$ cat src/rtl/loopcode_pkg.sv
package loopcode_pkg;
  localparam int CODE_W = 8;
  localparam int LEN_W  = $clog2(CODE_W);

  typedef logic [CODE_W-1:0] code_t;
  typedef logic [LEN_W-1:0]  len_t;

  // (a + b) modulo (lm1 + 1), for a, b not above lm1
  function automatic len_t phase_add(len_t a, len_t b, len_t lm1);
    logic [LEN_W:0] s;
    logic [LEN_W:0] m;
    s = {1'b0, a} + {1'b0, b};
    m = {1'b0, lm1} + {{LEN_W{1'b0}}, 1'b1};
    if (s >= m) s = s - m;
    return s[LEN_W-1:0];
  endfunction
endpackage

$ cat src/rtl/lc_window_timer.sv
module lc_window_timer #(
  parameter int WIN = 74112
) (
  input  logic clk,
  input  logic rst,
  input  logic cnt_en,
  output logic win_last
);
  localparam int W = $clog2(WIN);
  localparam logic [W-1:0] LAST = W'(WIN - 1);

  logic [W-1:0] cnt;

  always_ff @(posedge clk) begin
    if (rst)
      cnt <= '0;
    else if (cnt_en)
      cnt <= (cnt == LAST) ? '0 : cnt + W'(1);
  end

  assign win_last = cnt_en && (cnt == LAST);

  AST_WIN_WRAP: assert property (@(posedge clk) disable iff (rst)
    win_last |=> (cnt == '0));
  AST_IDLE_HOLD: assert property (@(posedge clk) disable iff (rst)
    !cnt_en |=> $stable(cnt));
endmodule

$ cat src/rtl/lc_code_matcher.sv
module lc_code_matcher
  import loopcode_pkg::*;
#(
  parameter int ERR_LIM = 1482
) (
  input  logic  clk,
  input  logic  rst,
  input  logic  cnt_en,
  input  logic  bit_in,
  input  code_t code,
  input  len_t  len_m1,
  input  logic  win_last,
  output logic  hit
);
  localparam int EW = $clog2(ERR_LIM + 1);
  localparam logic [EW-1:0] LIM = EW'(ERR_LIM);

  len_t              phase;
  logic [CODE_W-1:0] ok;

  always_ff @(posedge clk) begin
    if (rst)
      phase <= '0;
    else if (cnt_en)
      phase <= (phase >= len_m1) ? '0 : phase + len_t'(1);
  end

  // one mismatch counter per candidate alignment of the pattern
  for (genvar k = 0; k < CODE_W; k++) begin : g_hyp
    len_t          idx;
    logic          exp_bit;
    logic          miss;
    logic [EW-1:0] errs;
    logic [EW-1:0] errs_nxt;

    always_comb begin
      idx      = phase_add(phase, len_t'(k), len_m1);
      exp_bit  = code[len_t'(CODE_W - 1) - idx];
      miss     = cnt_en && (bit_in != exp_bit);
      errs_nxt = (miss && (errs != LIM)) ? errs + EW'(1) : errs;
    end

    always_ff @(posedge clk) begin
      if (rst)
        errs <= '0;
      else if (cnt_en)
        errs <= win_last ? '0 : errs_nxt;
    end

    assign ok[k] = (len_t'(k) <= len_m1) && (errs_nxt < LIM);

    AST_ERR_CAP: assert property (@(posedge clk) disable iff (rst)
      errs <= LIM);
  end

  assign hit = win_last && (|ok);

  AST_PHASE_RANGE: assert property (@(posedge clk) disable iff (rst)
    cnt_en |=> (phase <= $past(len_m1)));
  AST_NO_HIT_IDLE: assert property (@(posedge clk) disable iff (rst)
    !cnt_en |-> !hit);
endmodule

$ cat src/rtl/lc_sticky_flag.sv
module lc_sticky_flag (
  input  logic clk,
  input  logic rst,
  input  logic set,
  input  logic clr,
  output logic flag
);
  always_ff @(posedge clk) begin
    if (rst)
      flag <= 1'b0;
    else
      flag <= set | (flag & ~clr);
  end

  AST_SET_WINS: assert property (@(posedge clk) disable iff (rst)
    set |=> flag);
  AST_CLR_DROPS: assert property (@(posedge clk) disable iff (rst)
    (clr && !set) |=> !flag);
  AST_HOLD: assert property (@(posedge clk) disable iff (rst)
    (!set && !clr) |=> (flag == $past(flag)));
endmodule

$ cat src/rtl/loopcode_watch.sv
module loopcode_watch
  import loopcode_pkg::*;
#(
  parameter int WIN     = 74112,
  parameter int ERR_LIM = WIN / 50
) (
  input  logic       clk,
  input  logic       rst,
  input  logic       bit_vld,
  input  logic       bit_in,
  input  logic       fbit_pos,
  input  logic       framed,
  input  logic [7:0] up_code,
  input  logic [2:0] up_len,
  input  logic [7:0] dn_code,
  input  logic [2:0] dn_len,
  input  logic       up_clr,
  input  logic       dn_clr,
  output logic       up_flag,
  output logic       dn_flag
);
  localparam int NCODE = 2;

  logic              cnt_en;
  logic              win_last;
  code_t             codes [NCODE];
  len_t              lens  [NCODE];
  logic [NCODE-1:0]  clrs;
  logic [NCODE-1:0]  hits;
  logic [NCODE-1:0]  flags;

  assign cnt_en = bit_vld && !(framed && fbit_pos);

  assign codes[0] = up_code;
  assign codes[1] = dn_code;
  assign lens[0]  = up_len;
  assign lens[1]  = dn_len;
  assign clrs     = {dn_clr, up_clr};

  lc_window_timer #(.WIN(WIN)) u_timer (
    .clk     (clk),
    .rst     (rst),
    .cnt_en  (cnt_en),
    .win_last(win_last)
  );

  for (genvar g = 0; g < NCODE; g++) begin : g_code
    lc_code_matcher #(.ERR_LIM(ERR_LIM)) u_match (
      .clk     (clk),
      .rst     (rst),
      .cnt_en  (cnt_en),
      .bit_in  (bit_in),
      .code    (codes[g]),
      .len_m1  (lens[g]),
      .win_last(win_last),
      .hit     (hits[g])
    );

    lc_sticky_flag u_flag (
      .clk (clk),
      .rst (rst),
      .set (hits[g]),
      .clr (clrs[g]),
      .flag(flags[g])
    );
  end

  assign up_flag = flags[0];
  assign dn_flag = flags[1];

  AST_UP_RISE_ON_HIT: assert property (@(posedge clk) disable iff (rst)
    $rose(up_flag) |-> $past(hits[0]));
  AST_DN_RISE_ON_HIT: assert property (@(posedge clk) disable iff (rst)
    $rose(dn_flag) |-> $past(hits[1]));
endmodule

$ cat config.mk
export PLATFORM = sky130hd
export DESIGN_NAME = loopcode_watch
export DESIGN_NICKNAME = d
export VERILOG_FILES = /design/src/rtl/loopcode_pkg.sv /design/src/rtl/lc_window_timer.sv /design/src/rtl/lc_code_matcher.sv /design/src/rtl/lc_sticky_flag.sv /design/src/rtl/loopcode_watch.sv
export SDC_FILE = /design/constraint.sdc
export NUM_CORES = 1
export LEC_CHECK = 0
export BUFFER_PORTS_ARGS = -buffer_cell sky130_fd_sc_hd__buf_4
export CAP_MARGIN = 40
export CELL_PAD_IN_SITES_DETAIL_PLACEMENT = 1
export CELL_PAD_IN_SITES_GLOBAL_PLACEMENT = 1
export CORE_MARGIN = 1
export CORE_UTILIZATION = 40
export CTS_CLUSTER_DIAMETER = 150
export CTS_CLUSTER_SIZE = 24
export DETAILED_ROUTE_END_ITERATION = 10
export PLACE_DENSITY_LB_ADDON = 0.1
export SKIP_CTS_REPAIR_TIMING = 1
export SLEW_MARGIN = 20
export SYNTH_ARGS = -nofsm -noshare
export SYNTH_HDL_FRONTEND = slang
export SYNTH_SLANG_ARGS = --single-unit
export TNS_END_PERCENT = 1
$ cat constraint.sdc
create_clock -name clk -period 7.5 [get_ports clk]
set_clock_uncertainty 0.15 [all_clocks]
set_input_delay 0.375 -clock clk [delete_from_list [all_inputs] [get_ports clk]]
set_output_delay 0.375 -clock clk [all_outputs]
set_load 0.05 [all_outputs]
==> results.txt, run 1 <==
post-route cell area - 0.01980 sq mm
Critical Path RT - 7.75 ns
synth unique cells - 108
setup TNS - 0 ns
Synth area leader - dfxtp_1
RD Place Congestion - 0.8973
CP max stage delay - 0.76 ns
drt initial violations - 1,186
crit path cell chain - inv_1 -> ha_1 -> inv_1 -> ha_1 -> o21ba_2 -> o21ai_0 -> a21oi_1 -> maj3_1 -> o22ai_1 -> mux2_2 -> a31oi_1 -> xnor2_1 -> nor2_1 -> and4_1 -> nor3_1 -> o32a_1 -> o31a_1 -> o31a_1
sequential share of the synthesized area - 0.2124
initial core utilization - 0.4061
post-synth top area share - 0.2124
CP top delay family - compound AO/OA/AOI/OAI gates
CTS H-tree lvls - 1
area taken by multi-input logic gates - 0.01383 sq mm
Lkg Pwr - 6.918 nW
Post-Route WL - 64.69 mm
Min Clock Period, post-route - 6.664 ns
Final Max Slew Viols - 0
Tot GR Track Use - 0.2626
top post-synthesis cells by area - dfxtp_1 21%, nor2_1 6.7%, a21oi_1 5.2%, o21ai_0 5.1%, nand2_1 5.0%
top cells by count, synth - 337 x nor2_1, 251 x nand2_1, 201 x dfxtp_1
chip height - 219.6 um
wire per inst - 20.51 um
crit start category - register
Area Overhead vs Synth - 4.470%
TritonRoute pass-1 iters - 8
total die area - 0.04824 sq mm
Area after DPL - 0.01943 sq mm
Max Cap Viol - 0
synthesized cell area - 0.01895 sq mm
CTS root buf - clkbuf_16
Hold Violations, Final - 0
synth warn - 0
FFs w/ async S/R, synth - 0
Synth Register Bits - 201
CTS tree - done
DRT antenna net count - 0
Max clock buf depth - 3
peak supply drop - 0.0001135 V
latest clock arrival within the worst-skew pair - 0.50 ns
Worst EP arrival - 6.91 ns
Cell Rows - 79
Power Density - 151.7 mW/mm^2
Filler Cell Count - 5,860
vias per cell - 6.253
die width - 219.6 um
Port Buffers - 31
crit-path max FO - 15
unrepaired setup endpoints after global routing - no
Post-Route Utilization - 0.4243
largest net degree at the start of global routing - 82
core area - 0.04665 sq mm
Crit. End Element - register
failing checks - design-rule violations
clock-pin slew on the worst setup and hold paths - 0.11 ns
fraction of layout instances using a drive strength above 1 - 0.06557
Slew HR - 0.4171
FF/Latch Area - 0.004024 sq mm
io pins - 32
DRC - 2
Post-synth EDFFs - 0
number of diodes - 0
DPL Wire Length - 44.77 mm
critical path class - register to register
vias in the first global route - 19,377
global-route wire length before repair - 104.1 mm
final-report setup violation count - 0
Mapped Cells - 2,671
syn_nets - 2,784
antenna violations before repair - 0
outcome - complete, but fails checks
count leader, synth - nor2_1
Tcrit/Tclk final - 0.8885
Final nets - 2,658
Critical Path Slowest Stage Cell - dfxtp_1
CTS Buf Count - 12
ys flop type - dfxtp_1
overall power - 3.004 mW
Highest Clock Rate - 0.1501 GHz
slew at the pin with the worst max-slew slack - 0.8523 ns
syn_area_per_cell - 7.094 sq um
CP bufs+invs - 2
dpl cells - 3,137
final std cells w/o fill - 3,154
GRT overflow - 0
via count - 19,723
Clock Sinks - 201
Hold/Removal Path Class - input port to register
cells in the final DEF, fill, tap and decap left out, types with 31 or more instances in the layout:
master,instances
a21oi_1,197
a22oi_1,37
a311oi_1,42
a31oi_1,55
and2_1,35
and3_1,53
buf_4,53
dfxtp_1,201
ha_1,75
inv_1,85
mux2i_1,75
nand2_1,249
nand3_1,101
nand4_1,49
nor2_1,336
nor3_1,89
o21ai_0,192
xnor2_1,73
xor2_1,31
power by group:
group          leakage [nW]  total [mW]  internal [mW]  switching [mW]
clock                 0.170       0.738          0.320           0.418
sequential             1.62        1.13           1.09          0.0340
combinational          5.13        1.14          0.406           0.733
flip-flops by register name, summed over array words and instances (netlist names):
name                       cells
g_code.u_match.phase           6
g_code.u_flag.flag             2
u_timer.cnt                   17
g_code.u_match.g_hyp.errs    176
stage by stage:
step	setup WS (ns)	hold WS, ns
after floorplan	2.134	0.3068
after global placement	1.276	0.3179
after detailed placement	0.9421	0.3420
after CTS	0.9075	0.06511
after global routing	0.3374	0.1184
final	0.8361	0.09799
worst paths after layout:
kind                                           startpoint                               end  slack [ns]  cells after the start
setup / recovery  g_code[0].u_match.phase[1]$_SDFFE_PP0P_  g_code[0].u_flag.flag$_SDFF_PP0_        0.84                     18
hold / removal                                  dn_len[2]  g_code[1].u_flag.flag$_SDFF_PP0_         0.1                      3
setup reg to reg  g_code[0].u_match.phase[1]$_SDFFE_PP0P_  g_code[0].u_flag.flag$_SDFF_PP0_        0.84                     18
hold reg to reg              u_timer.cnt[16]$_SDFFE_PP0P_      u_timer.cnt[16]$_SDFFE_PP0P_        0.35                      2
worst min-delay path: cells and delay by family:
kind,cells,cell delay [ns]
AOI/OAI and AO/OA,2,0.17
buffers and inverters,1,0.16
kinds of logic (layout without fill, tap and decap cells):
kind of cell,Yosys count,after routing,synth area share
simple gates,1115,1115,0.2901
compound gates,764,764,0.2634
xor+xnor,108,108,0.05243
flops,201,201,0.2124
mux,100,100,0.05758
fa+ha+maj,95,95,0.06438
buf+inv,288,164,0.05969
layer usage:
metal | routed length, um | GRT usage | share of wire | vias up
met5 | 0 | 0 | 0 | -
met4 | 1110 | 0.05609 | 0.017 | 0
met3 | 1797 | 0.02153 | 0.028 | 74
met2 | 30590 | 0.4505 | 0.47 | 267
met1 | 31190 | 0.3567 | 0.48 | 9876
li1 | - | - | - | 9506
layout make-up:
| type | count | area share |
|---|---|---|
| multi-input combinational | 2182 | 0.6988 |
| sequential | 201 | 0.2033 |
| tap | 607 | 0.03837 |
| timing repair buffer | 59 | 0.02522 |
| inverter | 89 | 0.01688 |
| clock buffer | 14 | 0.01662 |
| clock inverter | 2 | 0.0008849 |
No activity file was read; power rests on OpenSTA's default activity.
==> inputs of run 2 (changes only) <==
Clock period 7.5 ns to 6.8 ns, I/O delays scaled along.
==> results.txt, run 2 (same netlist as run 1, synthesis figures left out) <==
outcome - complete, but fails checks
failing checks - design-rule violations
Final nets - 2,663 (+0.19%)
chip height - 219.6 um (unchanged)
clock-pin slew on the worst setup and hold paths - 0.10 ns (about the same)
global-route wire length before repair - 105.3 mm (+1.1%)
number of diodes - 0 (unchanged)
crit-path max FO - 13 (-2)
Area Overhead vs Synth - 5.038%
DPL Wire Length - 44.48 mm (-0.65%)
CTS tree - done
Tcrit/Tclk final - 0.9431 (+0.05455)
Cell Rows - 79 (unchanged)
total die area - 0.04824 sq mm (unchanged)
latest clock arrival within the worst-skew pair - 0.50 ns (about the same)
drt initial violations - 1,240 (+4.6%)
unrepaired setup endpoints after global routing - no
Tot GR Track Use - 0.2648 (+0.002209)
max reg flops - 176 (unchanged)
post-route cell area - 0.01990 sq mm (+0.54%)
DRT antenna net count - 0 (unchanged)
via count - 19,791 (+0.34%)
Largest Register - g_code.u_match.g_hyp.errs
peak supply drop - 0.0001083 V (-4.6%)
Slew HR - 0.4216 (+0.004521)
fraction of layout instances using a drive strength above 1 - 0.06779 (+0.002223)
vias per cell - 6.265 (+0.19%)
final-report setup violation count - 0 (unchanged)
Power Density - 167.8 mW/mm^2 (+11%)
antenna violations before repair - 0 (unchanged)
GRT overflow - 0 (unchanged)
Post-Route Utilization - 0.4266 (+0.002306)
wire per inst - 20.48 um (-0.16%)
hold path depth - 4 (+1)
largest net degree at the start of global routing - 91 (+11%)
TritonRoute pass-1 iters - 8 (unchanged)
Min Clock Period, post-route - 6.413 ns (-0.2510 ns)
hold slack - 0.07056 ns (-0.02743 ns)
critical path class - register to register
vias in the first global route - 19,699 (+1.7%)
Critical Path RT - 7.00 ns (-0.75 ns)
Reg2Reg Depth - 18 (unchanged)
most common cell after layout, fill and taps aside - nor2_1
Area after DPL - 0.01950 sq mm (+0.35%)
CTS Buf Count - 12 (unchanged)
CTS H-tree lvls - 1 (unchanged)
io pins - 32 (unchanged)
slew at the pin with the worst max-slew slack - 0.8508 ns (-0.001573 ns)
RD Place Congestion - 0.8907 (-0.74%)
Final Max Slew Viols - 0 (unchanged)
Post-Route WL - 64.69 mm (about the same)
Top Registers - g_code.u_match.g_hyp.errs: 176 flops, u_timer.cnt: 17 flops, g_code.u_match.phase: 6 flops
die width - 219.6 um (unchanged)
Max Cap Viol - 0 (unchanged)
Hold/Removal Path Class - input port to register
commonest non-fill, non-tap cells in the layout - 336 x nor2_1, 249 x nand2_1, 201 x dfxtp_1
Max clock buf depth - 3 (unchanged)
core area - 0.04665 sq mm (unchanged)
Crit. End Element - register
DRC - 2 (unchanged)
Highest Clock Rate - 0.1559 GHz (+3.9%)
CTS root buf - clkbuf_16
crit start category - register
Clock Sinks - 201 (unchanged)
Hold Violations, Final - 0 (unchanged)
Port Buffers - 31 (unchanged)
Worst EP arrival - 6.61 ns (-0.30 ns)
initial core utilization - 0.4061 (unchanged)
Lkg Pwr - 6.970 nW (+0.76%)
setup TNS - 0 ns (unchanged)
-- run 2: changes by cell type in the layout (fill, tap and decap cells not counted), sizes merged --
cell / delta
clkinvlp: +1
bufinv: +1
buf: +4
inv: -1
-- run 2: path summary, 6_finish.rpt --
kind                                                 from                                to  slack (ns)
setup / recovery  g_code[1].u_match.phase[1]$_SDFFE_PP0P_  g_code[1].u_flag.flag$_SDFF_PP0_        0.39
hold reg to reg               u_timer.cnt[1]$_SDFFE_PP0P_       u_timer.cnt[1]$_SDFFE_PP0P_        0.35
hold / removal                                     dn_clr  g_code[1].u_flag.flag$_SDFF_PP0_        0.07
setup reg to reg  g_code[1].u_match.phase[1]$_SDFFE_PP0P_  g_code[1].u_flag.flag$_SDFF_PP0_        0.39
-- run 2: stage by stage --
stage,power [mW],std cells,setup WS (ns)
detailed placement,2.511,3141,0.5937
finish,3.340,3159,0.3871
floorplan,2.168,2671,1.434
CTS,3.364,3157,0.5599
global route,3.537,3159,0.02467
global placement,2.466,3137,0.8232
-- run 2: where the power goes --
part | switching [mW] | total [mW] | internal, mW
clock | 0.444 | 0.831 | 0.387
combinational | 0.813 | 1.27 | 0.456
sequential | 0.0357 | 1.24 | 1.20
total | 1.29 | 3.34 | 2.05
-- run 2: area by class of cell --
cell class              instances  area, sq um
clock inverters                 3        46.29
multi-input cells            2182        13830
flip-flops and latches        201         4024
inverters                      89        334.1
fillers                      5967        26750
clock buffers                  13        325.3
repair buffers                 64        581.8
well taps                     607        759.5
-- run 2: worst max-delay path, stage by stage, from the launching register on --
cell and delay [ns]:
dfxtp_1 0.68, inv_1 0.33, ha_1 0.50, inv_1 0.18, ha_1 0.39, o21ba_1 0.28
o21ai_2 0.35, a21oi_1 0.21, o211a_1 0.27, or3_1 0.39, a211o_1 0.32, a32oi_1 0.34
xnor2_1 0.30, a211oi_4 0.40, nor3_1 0.10, o32ai_1 0.40, a41oi_1 0.20, nor4_1 0.33
a311oi_1 0.14
-- run 2: routing by layer --
layer	track usage	up-vias	wire, um
met2	0.4505	332	30170
met4	0.05218	0	957
met5	0	-	0
met3	0.01988	57	2032
li1	-	9519	-
met1	0.3653	9883	31530
==> inputs of run 3 (changes only) <==
Settings changed: ABC_AREA set to 1, CTS_BUF_LIST set to sky130_fd_sc_hd__clkbuf_4 sky130_fd_sc_hd__clkbuf_8 sky130_fd_sc_hd__clkbuf_16.
==> results.txt, run 3 <==
M1 WL - 25.14 mm (-20%)
total die area - 0.04406 sq mm (-8.7%)
DPL Wire Length - 40.56 mm (-8.8%)
worst reg-to-reg setup slack - 1.72 ns (+1.33 ns)
RD Place Congestion - 0.8669 (-2.7%)
final worst slack - 1.719 ns (+1.332 ns)
Max Cap Viol - 0 (unchanged)
Tcrit/Tclk final - 0.7472 (-0.1958)
Reg power frac - 0.351 (-0.020)
antenna violations before repair - 0 (unchanged)
global-route wire length before repair - 90.35 mm (-14%)
Post-synth EDFFs - 0 (unchanged)
post-synth top area share - 0.2327 (+0.02038)
core area - 0.04232 sq mm (-9.3%)
initial core utilization - 0.4085 (+0.002378)
Port Buffers - 31 (unchanged)
overall power - 4.180 mW (+25%)
Met3 Wirelength - 1.238 mm (-39%)
CTS root buf - clkbuf_16
chip height - 209.9 um (-4.4%)
top cells by count, synth - 776 x nand2_1, 368 x inv_1, 262 x nand3_1
crit start category - register
CTS H-tree lvls - 1 (unchanged)
TritonRoute pass-1 iters - 5 (-3)
Mapped Cells - 2,743 (+2.7%)
most common cell after layout, fill and taps aside - nand2_1
drt initial violations - 726 (-41%)
peak supply drop - 0.0001331 V (+23%)
internal power - 2.286 mW (+12%)
FFs w/ async S/R, synth - 0 (unchanged)
Min Clock Period, post-route - 5.081 ns (-1.332 ns)
setup slack at placement - 1.698 ns (+1.104 ns)
synth unique cells - 53 (-51%)
WL met2 - 26.18 mm (-13%)
vias per cell - 5.285 (-16%)
Power Density - 227.7 mW/mm^2 (+36%)
Top Registers - g_code.u_match.g_hyp.errs: 176 flops, u_timer.cnt: 17 flops, g_code.u_match.phase: 6 flops
clock share of power - 0.194 (-0.055)
syn_area_per_cell - 6.303 sq um (-11%)
max reg flops - 176 (unchanged)
Slew HR - 0.4432 (+0.02163)
Critical Path RT - 7.01 ns (about the same)
Area Overhead vs Synth - 6.166%
top post-synthesis cells by area - dfxtp_1 23%, nand2_1 17%, inv_1 8.0%, nand3_1 7.6%, xor2_1 6.3%
Synth Register Bits - 201 (unchanged)
synthesized cell area - 0.01729 sq mm (-8.8%)
latest clock arrival within the worst-skew pair - 0.50 ns (about the same)
syn_nets - 2,856 (+2.6%)
slew at the pin with the worst max-slew slack - 0.8352 ns (-0.01561 ns)
largest net degree at the start of global routing - 93 (+2.2%)
Final Max Slew Viols - 0 (unchanged)
CTS Buf Count - 12 (unchanged)
Area after DPL - 0.01798 sq mm (-7.8%)
Cell Rows - 75 (-5.1%)
count leader, synth - nand2_1
Synth area leader - dfxtp_1
Lkg Pwr - 8.490 nW (+22%)
Hold/Removal Path Class - input port to register
die width - 209.9 um (-4.4%)
DRT antenna net count - 0 (unchanged)
setup TNS - 0 ns (unchanged)
CTS tree - done
fraction of layout instances using a drive strength above 1 - 0.07852 (+0.01073)
wire per inst - 16.16 um (-21%)
Final nets - 2,850 (+7.0%)
synth warn - 0 (unchanged)
sequential share of the synthesized area - 0.2327 (+0.02038)
unrepaired setup endpoints after global routing - no
Clock Sinks - 201 (unchanged)
Hold Violations, Final - 0 (unchanged)
io pins - 32 (unchanged)
clock-pin slew on the worst setup and hold paths - 0.11 ns (about the same)
vias in the first global route - 18,222 (-7.5%)
Gate power share - 0.456 (+0.076)
Highest Clock Rate - 0.1968 GHz (+26%)
number of diodes - 0 (unchanged)
Largest Register - g_code.u_match.g_hyp.errs
Switching Share - 0.4532 (+0.06617)
ys flop type - dfxtp_1
commonest non-fill, non-tap cells in the layout - 776 x nand2_1, 367 x inv_1, 262 x nand3_1
DRC - 0 (-2)
Crit. End Element - register
crit-path max FO - 20 (+7)
Top Layer Used - met4
post-route cell area - 0.01836 sq mm (-7.8%)
via count - 17,519 (-11%)
Tot GR Track Use - 0.2465 (-0.01821)
final-report setup violation count - 0 (unchanged)
Post-Route WL - 53.56 mm (-17%)
Max clock buf depth - 3 (unchanged)
Worst EP arrival - 5.29 ns (-1.32 ns)
P_sw - 1.894 mW (+47%)
critical path class - register to register
GRT overflow - 0 (unchanged)
outcome - finished clean
[run 3: changes by cell type in the layout (fill, tap and decap cells not counted), moves of 49 or more]
cell     change
nor2_1     -193
and3_1      -53
a21oi_1    -153
nor3_1     +102
nand4_1     +49
xor2_1      +94
nand3_1    +161
o21ai_1     +62
inv_1      +282
nand2_1    +527
o21ai_0    -127
mux2i_1     -75
[run 3: cell type report]
| cell class | count | area, sq um |
|---|---|---|
| tap | 577 | 721.9 |
| sequential | 201 | 4024 |
| fill | 5718 | 23970 |
| clock buffer | 14 | 339.1 |
| inverter | 389 | 1468 |
| timing repair buffer | 43 | 371.6 |
| multi-input combinational | 2090 | 11410 |
| clock inverter | 1 | 16.27 |
[run 3: metal layers]
metal	track usage	vias up
met1	0.3116	8370
met5	0	-
met4	0.06066	0
met3	0.02020	58
li1	-	8918
met2	0.4494	173
[run 3: power by group through the flow]
stage	sequential (mW)	clock [mW]	combinational, mW
after floorplan	1.45	0	1.48
after global placement	1.49	0	1.83
after detailed placement	1.49	0	1.90
after CTS	1.47	0.849	1.91
after global routing	1.49	0.883	2.18
final	1.47	0.810	1.90
[run 3: cells by family after synthesis]
logic type / synth area share
flops: 0.2327
buf+inv: 0.1073
fa+ha+maj: 0.06354
simple gates: 0.4503
compound gates: 0.07013
xor+xnor: 0.07599
[run 3: worst paths after layout]
| check | start | end | cells past startpoint |
|---|---|---|---|
| setup / recovery | g_code[1].u_match.phase[1]$_SDFFE_PP0P_ | g_code[1].u_flag.flag$_SDFF_PP0_ | 24 |
| setup reg to reg | g_code[1].u_match.phase[1]$_SDFFE_PP0P_ | g_code[1].u_flag.flag$_SDFF_PP0_ | 24 |
| hold reg to reg | u_timer.cnt[16]$_SDFFE_PP0P_ | u_timer.cnt[16]$_SDFFE_PP0P_ | 2 |
| hold / removal | up_clr | g_code[0].u_flag.flag$_SDFF_PP0_ | 4 |
[run 3: per-stage QoR]
step           hold slack (ns)  std cells    util
2_1_floorplan           0.2897       2743       -
3_3_place_gp            0.3099       3296  0.4235
3_5_place_dp            0.3206       3299  0.4248
4_1_cts              -0.009367       3314  0.4332
5_1_grt               0.007078       3315  0.4337
6_report              0.001535       3315  0.4337
[run 3: critical path, stage by stage (launching register included)]
cell and delay (ns):
dfxtp_1 0.70, inv_1 0.36, ha_1 0.61, inv_1 0.23, fa_1 0.45, inv_1 0.10, nand2_1 0.09, nand3_2 0.13
nand2_4 0.09, o21ai_0 0.29, nand3_1 0.13, nand3_1 0.12, nand2_1 0.08, nand2_2 0.08, nand3_2 0.32, o21ai_1 0.34
nand2_1 0.10, nor2_1 0.09, nand2_1 0.05, nand2_1 0.05, nand2_1 0.05, nor2_1 0.10, nand3_1 0.08, nand2_1 0.07
a21oi_2 0.06
